**src/rtl/wsl_pkg.sv**
```systemverilog
package wsl_pkg;

    localparam int WORD_W  = 32;
    localparam int VEC_W   = 128;
    localparam int HALF_W  = VEC_W / 2;
    localparam int IDX_W   = 5;
    localparam int BASE_EW = 8;
    localparam int NUM_SZ  = 3;

    localparam logic [5:0]  PAT_MID = 6'b101110;
    localparam logic [11:0] PAT_LOW = 12'b100001001110;

    typedef enum logic [1:0] {
        SZ_BYTE = 2'b00,
        SZ_HALF = 2'b01,
        SZ_WORD = 2'b10,
        SZ_RSVD = 2'b11
    } elem_sz_e;

    typedef struct packed {
        logic             match;
        logic             rsvd;
        logic             upper;
        elem_sz_e         sz;
        logic [IDX_W-1:0] src_idx;
        logic [IDX_W-1:0] dst_idx;
    } dec_t;

    typedef struct packed {
        logic             ok;
        logic             undef;
        logic [IDX_W-1:0] dst_idx;
        logic [IDX_W-1:0] src_idx;
        logic [VEC_W-1:0] data;
    } res_t;

    function automatic int elem_width(input int code);
        return BASE_EW << code;
    endfunction

    function automatic logic [VEC_W-1:0] low_zero_mask(input logic [1:0] code);
        logic [VEC_W-1:0] m;
        int ew;
        m  = '0;
        ew = BASE_EW << code;
        for (int b = 0; b < VEC_W; b++) begin
            if ((b % (2 * ew)) < ew) m[b] = 1'b1;
        end
        return m;
    endfunction

endpackage

```
**src/rtl/wsl_decode.sv**
```systemverilog
module wsl_decode
    import wsl_pkg::*;
(
    input  logic [WORD_W-1:0] word,
    output dec_t              dec
);
    logic top_ok, mid_ok, low_ok;

    always_comb begin
        top_ok      = (word[31] == 1'b0);
        mid_ok      = (word[29:24] == PAT_MID);
        low_ok      = (word[21:10] == PAT_LOW);
        dec.match   = top_ok && mid_ok && low_ok;
        dec.sz      = elem_sz_e'(word[23:22]);
        dec.rsvd    = (dec.sz == SZ_RSVD);
        dec.upper   = word[30];
        dec.src_idx = word[9:5];
        dec.dst_idx = word[4:0];
    end
endmodule

```
**src/rtl/wsl_half_sel.sv**
```systemverilog
module wsl_half_sel
    import wsl_pkg::*;
(
    input  logic [VEC_W-1:0]  src,
    input  logic              upper,
    output logic [HALF_W-1:0] half
);
    always_comb begin
        if (upper) half = src[VEC_W-1:HALF_W];
        else       half = src[HALF_W-1:0];
    end
endmodule

```
**src/rtl/wsl_widen_lane.sv**
```systemverilog
module wsl_widen_lane #(
    parameter int HALF_BITS = 64,
    parameter int ESIZE     = 8
) (
    input  logic [HALF_BITS-1:0]   half,
    output logic [2*HALF_BITS-1:0] wide
);
    localparam int NELEM = HALF_BITS / ESIZE;
    localparam int DSIZE = 2 * ESIZE;

    for (genvar e = 0; e < NELEM; e++) begin : g_elem
        assign wide[e*DSIZE +: DSIZE] = {half[e*ESIZE +: ESIZE], {ESIZE{1'b0}}};
    end
endmodule

```
**src/rtl/wsl_out_reg.sv**
```systemverilog
module wsl_out_reg
    import wsl_pkg::*;
(
    input  logic clk,
    input  logic rst,
    input  res_t nxt,
    output res_t cur
);
    always_ff @(posedge clk) begin
        if (rst) cur <= '0;
        else     cur <= nxt;
    end
endmodule

```
**src/rtl/widen_shl_unit.sv**
```systemverilog
module widen_shl_unit
    import wsl_pkg::*;
(
    input  logic               clk,
    input  logic               rst,
    input  logic               op_valid,
    input  logic [WORD_W-1:0]  op_word,
    input  logic [VEC_W-1:0]   op_src,
    output logic               res_valid,
    output logic               res_undef,
    output logic [IDX_W-1:0]   res_dst_idx,
    output logic [IDX_W-1:0]   res_src_idx,
    output logic [VEC_W-1:0]   res_data
);
    dec_t               dec;
    logic [HALF_W-1:0]  half;
    logic [VEC_W-1:0]   wide [NUM_SZ];
    logic [VEC_W-1:0]   picked;
    res_t               nxt, cur;

    wsl_decode u_dec (
        .word (op_word),
        .dec  (dec)
    );

    wsl_half_sel u_half (
        .src   (op_src),
        .upper (dec.upper),
        .half  (half)
    );

    for (genvar s = 0; s < NUM_SZ; s++) begin : g_size
        wsl_widen_lane #(
            .HALF_BITS (HALF_W),
            .ESIZE     (elem_width(s))
        ) u_lane (
            .half (half),
            .wide (wide[s])
        );
    end

    always_comb begin
        unique case (dec.sz)
            SZ_BYTE: picked = wide[0];
            SZ_HALF: picked = wide[1];
            SZ_WORD: picked = wide[2];
            default: picked = '0;
        endcase
    end

    always_comb begin
        nxt = '0;
        if (op_valid && dec.match) begin
            nxt.dst_idx = dec.dst_idx;
            nxt.src_idx = dec.src_idx;
            if (dec.rsvd) begin
                nxt.undef = 1'b1;
            end else begin
                nxt.ok   = 1'b1;
                nxt.data = picked;
            end
        end
    end

    wsl_out_reg u_oreg (
        .clk (clk),
        .rst (rst),
        .nxt (nxt),
        .cur (cur)
    );

    assign res_valid   = cur.ok;
    assign res_undef   = cur.undef;
    assign res_dst_idx = cur.dst_idx;
    assign res_src_idx = cur.src_idx;
    assign res_data    = cur.data;
endmodule

```
**config.mk**
```make
export PLATFORM = sky130hd
export DESIGN_NAME = widen_shl_unit
export DESIGN_NICKNAME = d
export VERILOG_FILES = /design/src/rtl/wsl_pkg.sv /design/src/rtl/wsl_decode.sv /design/src/rtl/wsl_half_sel.sv /design/src/rtl/wsl_widen_lane.sv /design/src/rtl/wsl_out_reg.sv /design/src/rtl/widen_shl_unit.sv
export SDC_FILE = /design/constraint.sdc
export NUM_CORES = 1
export LEC_CHECK = 0
export ABC_AREA = 1
export BUFFER_PORTS_ARGS = -buffer_cell sky130_fd_sc_hd__buf_4
export CORE_AREA = 2 2 117 119
export DETAILED_ROUTE_END_ITERATION = 7
export DIE_AREA = 0 0 119 121
export PLACE_DENSITY = 0.69
export SETUP_SLACK_MARGIN = 0.4
export SYNTH_ARGS = -nofsm -noshare
export SYNTH_HDL_FRONTEND = slang
export SYNTH_SLANG_ARGS = --single-unit
```
**constraint.sdc**
```tcl
create_clock -name clk -period 1.3 [get_ports clk]
set_input_delay 0.065 -clock clk [delete_from_list [all_inputs] [get_ports clk]]
set_output_delay 0.065 -clock clk [all_outputs]
set_load 0.02 [all_outputs]
```
==> qor.csv <==
metric,value,unit
status,"complete, but fails checks",
failing checks,negative hold slack,
PortBufs,286,
core area,13100,um^2
Worst-path clk slew,60,ps
Clock Tree Buf Depth,2,
Syn Inst Count,567,
startpoint types,flop,
crit path launch,u_oreg.cur[111],
worst setup path endpoint,res_data[111],
fmax,1.03,GHz
min Tclk post-route,968,ps
most frequent cells in the layout,"buf_4, buf_6, dfxtp_2",
Worst VDD drop,0.000684,V
vias after detailed routing,5061,
type of the most critical hold path,in -> reg,
first-pass GRT wire length,27100,um
Worst EP arrival,900,ps
max-cap viol count,0,
CTS Sinks,124,
drt wl/cell,15.8,um
pwr dens,1110,nW/um^2
Worst-Margin Slew,612,ps
Yosys reg bits,124,
GR Util All Layers,0.247,
final worst slack,332,ps
CTS Buf Count,17,
Crit path required time,1240,ps
final setup TNS,0,ps
biggest regs,u_oreg.cur x124,
# setup viols final,0,
Detailed Route WL,17800,um
die height,121,um
critical path's largest stage delay,360,ps
CTS tree,built,
largest net degree at the start of global routing,30,
DR pass1 iterations,4,
Setup WS pre-CTS,56.5,ps
CTS root buf,clkbuf_16,
fraction of layout cells with a size suffix above 1,0.538,
Unique masters post-synth,20,
Synth Warn #,0,
slowest CP cell,dfxtp_4,
number of flip-flops in the largest register,124,
CP Capture Type,primary output,
initial DRC count,302,
Hold Slack,-9.44,ps
final RePlAce weighted congestion,0.809,
Die ar.,14400,um^2
DRC viols,0,
Max H-tree Level,4,
Rel. slew slack,0.591,
Reg with most FFs,u_oreg.cur,
CP top delay family,flip-flops,
crit path cell chain,buf_6,
HPWL Detailed,11100,um
P_leak,4.36,nW
initial antenna violation count,0,
critical path depth,1,
Cell Rows,42,
GRT overflow,0,
Antenna diodes,0,
Hold Fails Final Rpt,1,
Initial Util,0.349,
Vias/cell,4.50,
Buf/Inv on CP,1,
CP max FO,1,
Nets,1098,
number of global-route vias before repair,5090,
Mapped Area,4560,um^2
Die Width,119,um
Max Slew Vio Count,0,
antenna-violating nets left,0,
sequential fraction of the synthesis area,0.544,
WS Path Type,reg -> out,
Synth Area per Inst,8.05,um^2
Area Overhead vs Synth,96.2,%
final period utilization,0.744,
unrepaired setup endpoints after global routing,true,
"commonest non-fill, non-tap cell in the layout",buf_4,
num ports,303,
[where the power goes]
group          switching, mW  internal, mW
registers        0.000000509          3.80
logic                  0.469         0.611
clock network           1.80          3.26
total                   2.27          7.67
[cells by family after synthesis]
logic type,Yosys count,synth area share
other,1,0.000822
AND/OR/NAND/NOR,296,0.269
multiplexers,16,0.0351
flip-flops,124,0.544
buffers and inverters,98,0.115
AO/OA/AOI/OAI,32,0.0351
[final cells by class]
type	count	area (um^2)
sequential	124	2640
clock inverter	14	194
multi-input combinational	360	1670
clock buffer	18	439
tap	176	220
fill	990	4140
timing repair buffer	378	3570
inverter	54	220
[worst min-delay path by stage]
stage / startpoint / end / cells after the start
6_report: op_src[48] / u_oreg.cur[112] / 4
5_1_grt: op_src[21] / u_oreg.cur[53] / 4
4_1_cts: op_src[81] / u_oreg.cur[49] / 3
3_5_place_dp: op_word[5] / u_oreg.cur[128] / 3
3_3_place_gp: op_word[2] / u_oreg.cur[135] / 3
2_1_floorplan: op_word[5] / u_oreg.cur[128] / 2
[repair_timing]
action,CTS,global route
buffers inserted,0,0
endpoints found under the setup margin,124,161
hold endpoints to repair,50,1
cloned,0,0
hold buffers,73,1
resized for setup,249,27
[cells in the mapped netlist, drive strengths merged]
cell type,instances,area (um^2)
nor2,132,515
nand2,125,469
dfxtp,124,2480
inv,54,203
buf,39,303
o21ai,32,160
nand3,20,125
or2,18,113
mux2i,16,160
clkbuf,5,21.3
conb,1,3.75
nand4,1,6.26
[metrics by stage]
stage / instance area, um^2 / std cells / hold WS, ps / total power, mW / utilization
6_report: 8950 / 1124 / -9.44 / 9.93 / 0.684
5_1_grt: 8950 / 1124 / 20.1 / 10.3 / 0.684
4_1_cts: 8880 / 1123 / -18.6 / 9.89 / 0.678
3_5_place_dp: 6890 / 1018 / 283 / 4.73 / 0.526
3_3_place_gp: 6890 / 1018 / 279 / 4.72 / 0.526
2_1_floorplan: 4650 / 582 / 177 / 4.29 / -
[routing by layer]
metal / wire length (um) / track usage / share of wire / vias up
li1: - / - / - / 2417
met1: 6490 / 0.261 / 0.36 / 2342
met2: 9450 / 0.457 / 0.53 / 257
met3: 1240 / 0.0597 / 0.070 / 45
met4: 620 / 0.124 / 0.035 / 0
met5: 0 / 0 / 0 / -
Note: power is estimated with default switching activity, not from simulation.
